[config.mk]
export PLATFORM = sky130hd
export DESIGN_NAME = gpe_port
export DESIGN_NICKNAME = d
export VERILOG_FILES = /design/src/rtl/gpe_pkg.sv /design/src/rtl/gpe_sync.sv /design/src/rtl/gpe_regs.sv /design/src/rtl/gpe_irq.sv /design/src/rtl/gpe_port.sv
export SDC_FILE = /design/constraint.sdc
export NUM_CORES = 1
export LEC_CHECK = 0
export BUFFER_PORTS_ARGS = -buffer_cell sky130_fd_sc_hd__buf_2
export CAP_MARGIN = 10
export CORE_MARGIN = 1.5
export CORE_UTILIZATION = 55
export CTS_BUF_LIST = sky130_fd_sc_hd__clkbuf_2 sky130_fd_sc_hd__clkbuf_4 sky130_fd_sc_hd__clkbuf_8
export DETAILED_ROUTE_END_ITERATION = 8
export HOLD_SLACK_MARGIN = 0.05
export PLACE_DENSITY = 0.84
export SYNTH_ARGS = -nofsm -noshare
export SYNTH_HDL_FRONTEND = slang
export SYNTH_SLANG_ARGS = --single-unit
[constraint.sdc]
create_clock -name clk -period 1.6 [get_ports clk]
set_input_delay 0.16 -clock clk [delete_from_list [all_inputs] [get_ports clk]]
set_output_delay 0.16 -clock clk [all_outputs]
set_load 0.02 [all_outputs]
[src/rtl/gpe_pkg.sv]
// gpe_pkg: shared definitions for the GPIO edge port.
// Holds the register selector type, the access-size code and the
// offset decoder. Assumes byte offsets with 4-byte register spacing.
package gpe_pkg;

    // Access width code carried on bus_size
    localparam logic [1:0] ACC_HALF = 2'd1;

    // Byte offsets of the registers
    localparam logic [7:0] OFS_DIN  = 8'h00;
    localparam logic [7:0] OFS_DOUT = 8'h04;
    localparam logic [7:0] OFS_DIR  = 8'h08;
    localparam logic [7:0] OFS_ESEL = 8'h0C;
    localparam logic [7:0] OFS_MASK = 8'h10;
    localparam logic [7:0] OFS_STAT = 8'h14;
    localparam logic [7:0] OFS_PEN  = 8'h18;

    typedef enum logic [2:0] {
        SEL_DIN,
        SEL_DOUT,
        SEL_DIR,
        SEL_ESEL,
        SEL_MASK,
        SEL_STAT,
        SEL_PEN,
        SEL_NONE
    } reg_sel_e;

    // Map a low address byte onto a register selector
    function automatic reg_sel_e decode_ofs(input logic [7:0] ofs);
        case (ofs)
            OFS_DIN:  return SEL_DIN;
            OFS_DOUT: return SEL_DOUT;
            OFS_DIR:  return SEL_DIR;
            OFS_ESEL: return SEL_ESEL;
            OFS_MASK: return SEL_MASK;
            OFS_STAT: return SEL_STAT;
            OFS_PEN:  return SEL_PEN;
            default:  return SEL_NONE;
        endcase
    endfunction

endpackage

[src/rtl/gpe_sync.sv]
// gpe_sync: two-flop synchronizer per pin plus a history flop.
// Produces the synchronized level and one-cycle rise/fall pulses.
// Assumes pin_in is asynchronous to clk; all flops reset to 0.
module gpe_sync #(
    parameter int W = 16
) (
    input  logic         clk,
    input  logic         rst_n,
    input  logic [W-1:0] pin_in,
    output logic [W-1:0] lvl,
    output logic [W-1:0] rise,
    output logic [W-1:0] fall
);
    logic [W-1:0] st1;
    logic [W-1:0] st2;
    logic [W-1:0] hist;

    for (genvar b = 0; b < W; b++) begin : g_bit
        // Two-stage capture of the pin, then one cycle of history
        always_ff @(posedge clk) begin
            if (!rst_n) begin
                st1[b]  <= 1'b0;
                st2[b]  <= 1'b0;
                hist[b] <= 1'b0;
            end else begin
                st1[b]  <= pin_in[b];
                st2[b]  <= st1[b];
                hist[b] <= st2[b];
            end
        end
    end

    // Transition pulses from current versus previous synchronized level
    always_comb begin
        lvl  = st2;
        rise = st2 & ~hist;
        fall = ~st2 & hist;
    end

    // Cycles since reset, saturating, used only by the check below
    logic [1:0] warm;
    always_ff @(posedge clk) begin
        if (!rst_n)             warm <= 2'd0;
        else if (warm != 2'd3)  warm <= warm + 2'd1;
    end


    sync_delay_chk: assert property (@(posedge clk) disable iff (!rst_n)
        (warm == 2'd3) |-> (lvl == $past(pin_in, 2)));

endmodule

[src/rtl/gpe_regs.sv]
// gpe_regs: bus decode and the control register file.
// Accepts only 16-bit accesses (size code 1) to exact offsets; reads
// are combinational in the access cycle. The status register lives in
// gpe_irq; this block only forwards the write-one-to-clear request.
module gpe_regs #(
    parameter int W  = 16,
    parameter int AW = 8
) (
    input  logic          clk,
    input  logic          rst_n,
    input  logic          bus_sel,
    input  logic          bus_wr,
    input  logic [1:0]    bus_size,
    input  logic [AW-1:0] bus_addr,
    input  logic [W-1:0]  bus_wdata,
    output logic [W-1:0]  bus_rdata,
    input  logic [W-1:0]  din,
    input  logic [W-1:0]  status,
    output logic [W-1:0]  out_q,
    output logic [W-1:0]  dir_q,
    output logic [W-1:0]  esel_q,
    output logic [W-1:0]  mask_q,
    output logic [W-1:0]  pen_q,
    output logic          clr_en,
    output logic [W-1:0]  clr_bits
);
    import gpe_pkg::*;

    localparam int HI_BITS = AW - 8;

    logic     acc_ok;
    logic     wr_ok;
    logic     rd_ok;
    logic     hi_zero;
    reg_sel_e sel;

    // Qualify the access and decode the target register
    always_comb begin
        acc_ok  = bus_sel && (bus_size == ACC_HALF);
        wr_ok   = acc_ok && bus_wr;
        rd_ok   = acc_ok && !bus_wr;
        hi_zero = ((bus_addr >> 8) == '0);
        sel     = hi_zero ? decode_ofs(bus_addr[7:0]) : SEL_NONE;
    end

    // Control registers, written only by accepted accesses
    always_ff @(posedge clk) begin
        if (!rst_n) begin
            out_q  <= '1;
            dir_q  <= '1;
            esel_q <= '1;
            mask_q <= '1;
            pen_q  <= '1;
        end else if (wr_ok) begin
            case (sel)
                SEL_DOUT: out_q  <= bus_wdata;
                SEL_DIR:  dir_q  <= bus_wdata;
                SEL_ESEL: esel_q <= bus_wdata;
                SEL_MASK: mask_q <= bus_wdata;
                SEL_PEN:  pen_q  <= bus_wdata;
                default:  ;
            endcase
        end
    end

    // Write-one-to-clear request toward the status register
    always_comb begin
        clr_en   = wr_ok && (sel == SEL_STAT);
        clr_bits = bus_wdata;
    end

    // Read multiplexer; refused or unmapped reads give zero
    always_comb begin
        bus_rdata = '0;
        if (rd_ok) begin
            case (sel)
                SEL_DIN:  bus_rdata = din & pen_q;
                SEL_DOUT: bus_rdata = out_q;
                SEL_DIR:  bus_rdata = dir_q;
                SEL_ESEL: bus_rdata = esel_q;
                SEL_MASK: bus_rdata = mask_q;
                SEL_STAT: bus_rdata = status;
                SEL_PEN:  bus_rdata = pen_q;
                default:  bus_rdata = '0;
            endcase
        end
    end


    bad_size_wr_chk: assert property (@(posedge clk) disable iff (!rst_n)
        (bus_sel && bus_wr && (bus_size != ACC_HALF)) |=>
        ($stable(out_q) && $stable(dir_q) && $stable(esel_q) &&
         $stable(mask_q) && $stable(pen_q)));


    unmapped_wr_chk: assert property (@(posedge clk) disable iff (!rst_n)
        (bus_sel && bus_wr && (sel == SEL_NONE)) |=>
        ($stable(out_q) && $stable(dir_q) && $stable(esel_q) &&
         $stable(mask_q) && $stable(pen_q)));


    bad_size_rd_chk: assert property (@(posedge clk) disable iff (!rst_n)
        (bus_sel && !bus_wr && (bus_size != ACC_HALF)) |-> (bus_rdata == '0));

    if (HI_BITS > 0) begin : g_wide_addr

        high_addr_rd_chk: assert property (@(posedge clk) disable iff (!rst_n)
            (bus_sel && !hi_zero) |-> (bus_rdata == '0));
    end

endmodule

[src/rtl/gpe_irq.sv]
// gpe_irq: event qualification, sticky status and the interrupt line.
// Assumes rise/fall are single-cycle pulses from gpe_sync. A new event
// overrides a same-cycle clear of the same bit.
module gpe_irq #(
    parameter int W = 16
) (
    input  logic         clk,
    input  logic         rst_n,
    input  logic [W-1:0] rise,
    input  logic [W-1:0] fall,
    input  logic [W-1:0] dir_q,
    input  logic [W-1:0] esel_q,
    input  logic [W-1:0] mask_q,
    input  logic         clr_en,
    input  logic [W-1:0] clr_bits,
    output logic [W-1:0] status,
    output logic         irq
);
    logic [W-1:0] hit;
    logic [W-1:0] keep;

    // Events that pass polarity, direction and mask
    always_comb begin
        hit  = dir_q & ~mask_q & ((esel_q & rise) | (~esel_q & fall));
        keep = clr_en ? (status & ~clr_bits) : status;
    end

    // Sticky status: clear first, then OR in new events
    always_ff @(posedge clk) begin
        if (!rst_n) status <= '0;
        else        status <= keep | hit;
    end

    // Interrupt line follows any pending bit
    always_comb irq = |status;


    event_latch_chk: assert property (@(posedge clk) disable iff (!rst_n)
        (|(rise | fall)) |=>
        ((status & $past(dir_q & ~mask_q & ((esel_q & rise) | (~esel_q & fall))))
         == $past(dir_q & ~mask_q & ((esel_q & rise) | (~esel_q & fall)))));


    no_stray_set_chk: assert property (@(posedge clk) disable iff (!rst_n)
        1'b1 |=> ((status & ~$past(status) & ~$past(dir_q & ~mask_q & (rise | fall))) == '0));


    irq_drop_chk: assert property (@(posedge clk) disable iff (!rst_n)
        $fell(irq) |-> $past(clr_en));


    clear_only_chk: assert property (@(posedge clk) disable iff (!rst_n)
        (!clr_en && !(|(rise | fall))) |=> $stable(status));

endmodule

[src/rtl/gpe_port.sv]
// gpe_port: top of the GPIO edge port.
// Wires the synchronizer, register file and interrupt logic, and forms
// the pad controls: a direction bit of 0 drives the output-data bit.
// Assumes a single clock and synchronous active-low reset.
module gpe_port #(
    parameter int NPINS  = 16,
    parameter int ADDR_W = 8
) (
    input  logic              clk,
    input  logic              rst_n,
    input  logic              bus_sel,
    input  logic              bus_wr,
    input  logic [1:0]        bus_size,
    input  logic [ADDR_W-1:0] bus_addr,
    input  logic [NPINS-1:0]  bus_wdata,
    output logic [NPINS-1:0]  bus_rdata,
    input  logic [NPINS-1:0]  pin_in,
    output logic [NPINS-1:0]  pin_out,
    output logic [NPINS-1:0]  pin_oe,
    output logic              irq
);
    logic [NPINS-1:0] lvl;
    logic [NPINS-1:0] rise;
    logic [NPINS-1:0] fall;
    logic [NPINS-1:0] status;
    logic [NPINS-1:0] out_q;
    logic [NPINS-1:0] dir_q;
    logic [NPINS-1:0] esel_q;
    logic [NPINS-1:0] mask_q;
    logic [NPINS-1:0] pen_q;
    logic             clr_en;
    logic [NPINS-1:0] clr_bits;

    gpe_sync #(.W(NPINS)) u_sync (
        .clk    (clk),
        .rst_n  (rst_n),
        .pin_in (pin_in),
        .lvl    (lvl),
        .rise   (rise),
        .fall   (fall)
    );

    gpe_regs #(.W(NPINS), .AW(ADDR_W)) u_regs (
        .clk       (clk),
        .rst_n     (rst_n),
        .bus_sel   (bus_sel),
        .bus_wr    (bus_wr),
        .bus_size  (bus_size),
        .bus_addr  (bus_addr),
        .bus_wdata (bus_wdata),
        .bus_rdata (bus_rdata),
        .din       (lvl),
        .status    (status),
        .out_q     (out_q),
        .dir_q     (dir_q),
        .esel_q    (esel_q),
        .mask_q    (mask_q),
        .pen_q     (pen_q),
        .clr_en    (clr_en),
        .clr_bits  (clr_bits)
    );

    gpe_irq #(.W(NPINS)) u_irq (
        .clk      (clk),
        .rst_n    (rst_n),
        .rise     (rise),
        .fall     (fall),
        .dir_q    (dir_q),
        .esel_q   (esel_q),
        .mask_q   (mask_q),
        .clr_en   (clr_en),
        .clr_bits (clr_bits),
        .status   (status),
        .irq      (irq)
    );

    // Pad controls: drive only where the direction bit is 0
    always_comb begin
        pin_oe  = ~dir_q;
        pin_out = out_q & ~dir_q;
    end


    input_released_chk: assert property (@(posedge clk) disable iff (!rst_n)
        ((pin_out & ~pin_oe) == '0));

endmodule

==> results of run 1 <==
[cell families after synthesis]
kind of cell    Yosys count  share of synthesized area, %
simple gates            397                          31.7
flops                   144                          45.5
compound gates          123                          14.0
buf+inv                  67                          5.16
mux                      21                          3.69
[per-stage QoR]
stage	setup TNS, ns	instances	setup WS [ns]
final	-3.29	1083	-0.268
after CTS	-3.10	1083	-0.238
after floorplan	-0.108	752	-0.0347
after detailed placement	-1.93	1001	-0.166
after global placement	-1.79	1001	-0.152
after global routing	-4.35	1083	-0.315
[cells in the final DEF (no fill, tap or decap), types with 10 or more instances in the layout]
cell / n
buf_2: 77
nand3_1: 67
dfxtp_1: 104
nand3b_1: 15
nor2b_1: 19
a22o_1: 11
a22oi_2: 12
mux2_4: 14
buf_12: 10
dlygate4sd3_1: 33
o211ai_1: 16
nor2_1: 15
dfxtp_2: 40
and2_1: 51
a211oi_1: 14
clkbuf_8: 17
o21ai_0: 13
o21a_1: 16
inv_1: 16
a31oi_2: 13
buf_4: 87
and3_1: 20
nand2_1: 182
[worst max path at each step]
stage,to,slack [ns],depth (start not counted)
3_3_place_gp,bus_rdata[2],-0.15,7
5_1_grt,bus_rdata[6],-0.31,5
4_1_cts,bus_rdata[6],-0.24,5
6_report,bus_rdata[6],-0.27,5
2_1_floorplan,bus_rdata[13],-0.03,6
3_5_place_dp,bus_rdata[12],-0.17,8
[flip-flops by register name, summed over array words and instances, names as in the netlist]
name	flops
u_irq.status	16
u_regs.dir_q	16
u_regs.esel_q	16
u_regs.mask_q	16
u_regs.out_q	16
u_regs.pen_q	16
u_sync.hist	16
u_sync.lvl	16
u_sync.st1	16
[report_power, final]
part	switching (W)	internal (W)	leakage (nW)	total [W]
clock network	0.00147	0.00127	0.189	0.00274
logic	0.000278	0.000280	2.51	0.000558
registers	0.0000254	0.00363	1.17	0.00365
total	0.00178	0.00518	3.86	0.00695
[routing by layer]
| metal | global-route usage [%] | routed length, um |
|---|---|---|
| met4 | 14.3 | 775 |
| met2 | 50.0 | 9030 |
| met5 | 0 | 0 |
| met3 | 9.29 | 2110 |
| met1 | 43.6 | 7820 |
[repair_timing]
action,4_1_cts,5_1_grt
resized for setup,71,20
hold buffers,33,0
buffers inserted,17,0
gates cloned,0,0
pin swaps,15,6
setup endpoints to repair,17,17
endpoints found under the hold margin,99,0
[cell type report]
type / instances / area share (%)
clock buffer: 18 / 2.85
clock inverter: 14 / 1.57
inverter: 16 / 0.710
multi-input combinational: 541 / 39.5
sequential: 144 / 34.7
tap: 143 / 2.12
timing repair buffer: 207 / 18.5
==> results.md, run 1 <==
* Mean Syn Cell Area at 8.42 um2
* Final Cell Area at 0.00846 mm2
* Failing checks: setup timing
* Number of synthesis warnings at 0
* Critical Setup Path Class: reg2out
* # port buffers at 94
* Pin count of the biggest net entering global routing at 45
* Fin. Hold Viols at 0
* Crit path max-delay family: compound AO/OA/AOI/OAI gates
* Final setup violation count at 17
* Critical Path Max Stage Delay at 0.34 ns
* Hold path cells at 1
* Worst path arrival time at 1.71 ns
* MaxCap Viol Count at 0
* Remaining DRCs at 0
* Root Buffer: clkbuf_8
* Gr ovfl total at 0
* Asr flop ratio synth at 0%
* Gp weighted congestion at 0.857
* Slew Viols, Final at 0
* GR Util All Layers at 32.9%
* Status: finished, violations left
* Setup ws final at -0.268 ns
* Largest area contributor in the netlist: dfxtp_1
* Worst Setup End Kind: output port
* CTS tree: done
* Hold_sp: u_sync.st1[8]$_SDFF_PN0_
* Leakage at 3.86 nW
* Minimum clock period at 1.87 ns
* Multi-input logic area at 0.00334 mm2
* First-pass GRT wire length at 29,900 um
* Tot Pwr at 0.00695 W
* Seq/Total Area, Yosys at 45.5%
* R2r setup slk at 0.52 ns
* Iter 0 DRT Violations at 862
* Pre-antenna DRT Iters at 6
* Cell Area, Synth at 0.00633 mm2
* Buf+Inv Stages, Crit Path at 1
* Hold Path Class: reg2reg
* Worst Reg-to-Reg Cells at 5
* Core Area at 0.0113 mm2
* IR drop worst, VDD at 0.752 mV
* Crit-path max FO at 3
* Clock Skew at 0.0189 ns
* Die area at 0.0122 mm2
* Top post-synthesis cells by area: dfxtp_1 (46%), nand2_1 (11%), nand3_1 (5.3%), and2_1 (5.0%), mux2_2 (3.4%)
* Min-Delay Endpoint: u_sync.lvl[8]$_SDFF_PN0_
* CTS max path bufs at 2
* PD cells at 822 mW/mm2
* HPWL after DPL at 12,300 um
* Register area at 0.00293 mm2
* Area Growth Syn to Fin at 33.6%
* Most common cell in the netlist: nand2_1
* Wire length per cell at 18.2 um
* Critical path launch point: u_irq.status[6]$_SDFF_PN0_
* Reg-to-Reg End: u_irq.status[7]$_SDFF_PN0_
* Crit-path cells: mux2_2 > a22o_1 > a22oi_2 > a31oi_2 > buf_4
* Share of the synthesized area in the top cell type at 45.5%
* Die X-Extent at 110 um
* Netlist cell types at 39
* Initial core utilization at 55.9%
* CTS sink count at 144
* Unrepaired setup endpoints after global routing: true
* # diodes at 0
* Die H at 110 um
* Placed Instance Area at 0.00737 mm2
* Startpoint types: flop
* Reg-to-Reg Start: u_sync.lvl[7]$_SDFF_PN0_
* Worst slew margin at 70.7%
* FF+latch count, synth at 144
* Post-synth EDFFs at 0
* Antenna viol nets, final at 0
* Syn Inst Count at 752
* Synth Net Count at 798
* Slew of the pin with the lowest slew margin at 0.435 ns
* Tcrit/Tclk final at 117%
* Fillers at 752
* Vias per Instance at 5.96
* Slowest CP cell: dfxtp_2
* Final core occ at 74.7%
* Synth cell count leaders: nand2_1 (182), dfxtp_1 (144), nand3_1 (67), and2_1 (51), clkbuf_1 (24)
* Routed WL at 19,700 um
* Worst Path Required at 1.44 ns
* Layout cells sized above 1 at 31.9%
* Num CTS Buffers at 17
* Worst hold slack at 0.437 ns
* IO Count at 95
* Clock latency on the worst-skew pair at 0.46 ns
* Fin nets at 973
* Vias in the first global route at 5,861
* Clk slew on worst S/H paths at 0.09 ns
* F_max at 0.535 GHz
* Num rows at 39
* DR vias at 6,451
* Initial antenna violation count at 0
* H-tree depth reported by CTS at 4
* Prevailing post-synth register cell: dfxtp_1
Note: power is estimated with default switching activity, not from simulation.
==> run 2: changes to the inputs <==
--- a/config.mk
+++ b/config.mk
@@ -7,6 +7,7 @@
 export LEC_CHECK = 0
 export BUFFER_PORTS_ARGS = -buffer_cell sky130_fd_sc_hd__buf_2
 export CAP_MARGIN = 10
+export CORE_ASPECT_RATIO = 1.1
 export CORE_MARGIN = 1.5
 export CORE_UTILIZATION = 55
 export CTS_BUF_LIST = sky130_fd_sc_hd__clkbuf_2 sky130_fd_sc_hd__clkbuf_4 sky130_fd_sc_hd__clkbuf_8
==> results.md, run 2 (same netlist as run 1, synthesis figures left out) <==
* Status: finished, violations left (unchanged)
* Failing checks: setup timing (unchanged)
* Reg-to-Reg Start: u_regs.esel_q[12]$_SDFFE_PN1P_ (was u_sync.lvl[7]$_SDFF_PN0_)
* M3 GR Usage at 9.79% (was 9.29%)
* Initial antenna violation count at 0 (unchanged)
* Tot Pwr at 0.00759 W (was 0.00695 W)
* Fillers at 686 (was 752)
* Leakage at 3.82 nW (was 3.86 nW)
* Sequential power share at 48.1% (was 52.6%)
* Sw Ratio at 22.3% (was 25.6%)
* Worst Path Required at 1.44 ns (about the same)
* Fin. Hold Viols at 0 (unchanged)
* Iter 0 DRT Violations at 812 (was 862)
* Pin count of the biggest net entering global routing at 44 (was 45)
* Placed Instance Area at 0.00732 mm2 (was 0.00737 mm2)
* Most frequent cells in the layout: nand2_1 (181), dfxtp_1 (108), buf_4 (79), buf_2 (77), nand3_1 (67) (was nand2_1 (182), dfxtp_1 (104), buf_4 (87), buf_2 (77), nand3_1 (67))
* Clock Skew at 0.0117 ns (was 0.0189 ns)
* Clock latency on the worst-skew pair at 0.46 ns (about the same)
* Switching pwr at 0.00169 W (was 0.00178 W)
* Final core occ at 76.1% (was 74.7%)
* CTS max path bufs at 2 (unchanged)
* Setup ws final at -0.325 ns (was -0.268 ns)
* Worst Reg-to-Reg Cells at 4 (was 5)
* Worst path arrival time at 1.76 ns (was 1.71 ns)
* Tcrit/Tclk final at 120% (was 117%)
* Worst slew margin at 73.1% (was 70.7%)
* H-tree depth reported by CTS at 4 (unchanged)
* Area Growth Syn to Fin at 32.8% (was 33.6%)
* F_max at 0.520 GHz (was 0.535 GHz)
* Gp weighted congestion at 0.953 (was 0.857)
* Die H at 116 um (was 110 um)
* R2r setup slk at 0.49 ns (was 0.52 ns)
* Worst Setup End Kind: output port (unchanged)
* M2 GR Usage at 56.5% (was 50.0%)
* Int Power at 0.00590 W (was 0.00518 W)
* Clock network fraction of total power at 44.7% (was 39.4%)
* Logic pwr share at 7.1% (was 8.0%)
* Wire length per cell at 19.8 um (was 18.2 um)
* # diodes at 0 (unchanged)
* Antenna viol nets, final at 0 (unchanged)
* Core Area at 0.0111 mm2 (was 0.0113 mm2)
* MaxCap Viol Count at 0 (unchanged)
* Clk slew on worst S/H paths at 0.08 ns (was 0.09 ns)
* Hold Path Class: in2reg (was reg2reg)
* Routed WL at 21,300 um (was 19,700 um)
* Die area at 0.0122 mm2 (about the same)
* Multi-input logic area at 0.00333 mm2 (was 0.00334 mm2)
* Final Cell Area at 0.00841 mm2 (was 0.00846 mm2)
* Dpl ws at -0.190 ns (was -0.166 ns)
* IR drop worst, VDD at 0.532 mV (was 0.752 mV)
* CTS tree: done (unchanged)
* Remaining DRCs at 0 (unchanged)
* Register area at 0.00293 mm2 (unchanged)
* Unrepaired setup endpoints after global routing: true (unchanged)
* Hold_sp: rst_n (was u_sync.st1[8]$_SDFF_PN0_)
* Minimum clock period at 1.92 ns (was 1.87 ns)
* HPWL after DPL at 13,100 um (was 12,300 um)
* Critical Setup Path Class: reg2out (unchanged)
* Initial core utilization at 57.3% (was 55.9%)
* Vias in the first global route at 6,520 (was 5,861)
* Crit-path max FO at 3 (unchanged)
* Startpoint types: flop (unchanged)
* Layout cells sized above 1 at 30.7% (was 31.9%)
* DR vias at 6,660 (was 6,451)
* Slew Viols, Final at 0 (unchanged)
* Met1 Usage GRT at 41.7% (was 43.6%)
* Hold path cells at 2 (was 1)
* Gr ovfl total at 0 (unchanged)
* Root Buffer: clkbuf_8 (unchanged)
* PD cells at 902 mW/mm2 (was 822 mW/mm2)
* Die X-Extent at 105 um (was 110 um)
* Reg-to-Reg End: u_irq.status[12]$_SDFF_PN0_ (was u_irq.status[7]$_SDFF_PN0_)
* Fin nets at 961 (was 973)
* Most common cell after layout, fill and taps aside: nand2_1 (unchanged)
* Num rows at 40 (was 39)
* Slew of the pin with the lowest slew margin at 0.404 ns (was 0.435 ns)
* First-pass GRT wire length at 33,000 um (was 29,900 um)
* Min-Delay Endpoint: u_regs.pen_q[2]$_SDFFE_PN1P_ (was u_sync.lvl[8]$_SDFF_PN0_)
* IO Count at 95 (unchanged)
* Busiest grt layer: met2 (unchanged)
* # port buffers at 94 (unchanged)
* Vias per Instance at 6.20 (was 5.96)
* Num CTS Buffers at 17 (unchanged)
* CTS sink count at 144 (unchanged)
* Pre-antenna DRT Iters at 9 (was 6)
* Final setup violation count at 17 (unchanged)
* GR Util All Layers at 35.3% (was 32.9%)
## run 2: cell types whose count changed in the layout (fill, tap and decap cells not counted), sizes merged
cell	before	now
buf	174	163
bufinv	1	5
clkbuf	18	22
inv	20	16
clkinv	7	4
clkinvlp	2	1
dlygate4sd3	33	32
## run 2: layer usage
layer | routed length (um) | part of all wire (%)
met1 | 7900 | 37
met5 | 0 | 0
met3 | 2270 | 11
met4 | 1520 | 7.2
met2 | 9590 | 45
## run 2: final cells by class
cell class / instances / area share, %
inverter: 16 / 0.714
tap: 147 / 2.19
sequential: 144 / 34.9
multi-input combinational: 541 / 39.5
clock buffer: 22 / 3.45
timing repair buffer: 195 / 17.1
clock inverter: 10 / 2.16
## run 2: how the worst max path moves through the flow
stage                                        from       endpoint  slack, ns  depth (start not counted)
finish                 u_irq.status[2]$_SDFF_PN0_   bus_rdata[2]      -0.32                          5
global placement                      bus_addr[2]   bus_rdata[8]      -0.15                          8
floorplan                             bus_addr[2]  bus_rdata[13]      -0.03                          6
detailed placement                    bus_addr[2]  bus_rdata[10]      -0.19                          7
global route           u_irq.status[2]$_SDFF_PN0_   bus_rdata[2]      -0.35                          5
CTS                 u_regs.out_q[12]$_SDFFE_PN1P_  bus_rdata[12]      -0.26                          5
## run 2: critical path, stage by stage, from the launching register on
cell	delay (ns)
dfxtp_2	0.35
mux2_2	0.28
a22o_1	0.20
a22oi_2	0.17
a31oi_2	0.13
buf_4	0.18
## run 2: power by group through the flow
stage | logic, W | registers [W] | clock network (W)
6_report | 0.000542 | 0.00365 | 0.00339
5_1_grt | 0.000568 | 0.00366 | 0.00356
4_1_cts | 0.000514 | 0.00366 | 0.00339
3_5_place_dp | 0.000431 | 0.00374 | 0
3_3_place_gp | 0.000418 | 0.00374 | 0
2_1_floorplan | 0.000224 | 0.00373 | 0
## run 2: what timing repair did
item,in CTS,in global routing
resized for setup,63,20
buffers inserted,8,1
setup endpoints to repair,17,17
endpoints found under the hold margin,94,0
pin swaps,13,4
hold buffers,32,0
## run 2: metrics by stage
stage / hold slack [ns] / TNS (ns) / instances
final: 0.0904 / -3.39 / 1075
after global routing: 0.0850 / -4.23 / 1075
after CTS: 0.0740 / -3.21 / 1074
after detailed placement: 0.369 / -1.97 / 1002
after global placement: 0.364 / -1.56 / 1002
after floorplan: 0.284 / -0.108 / 752
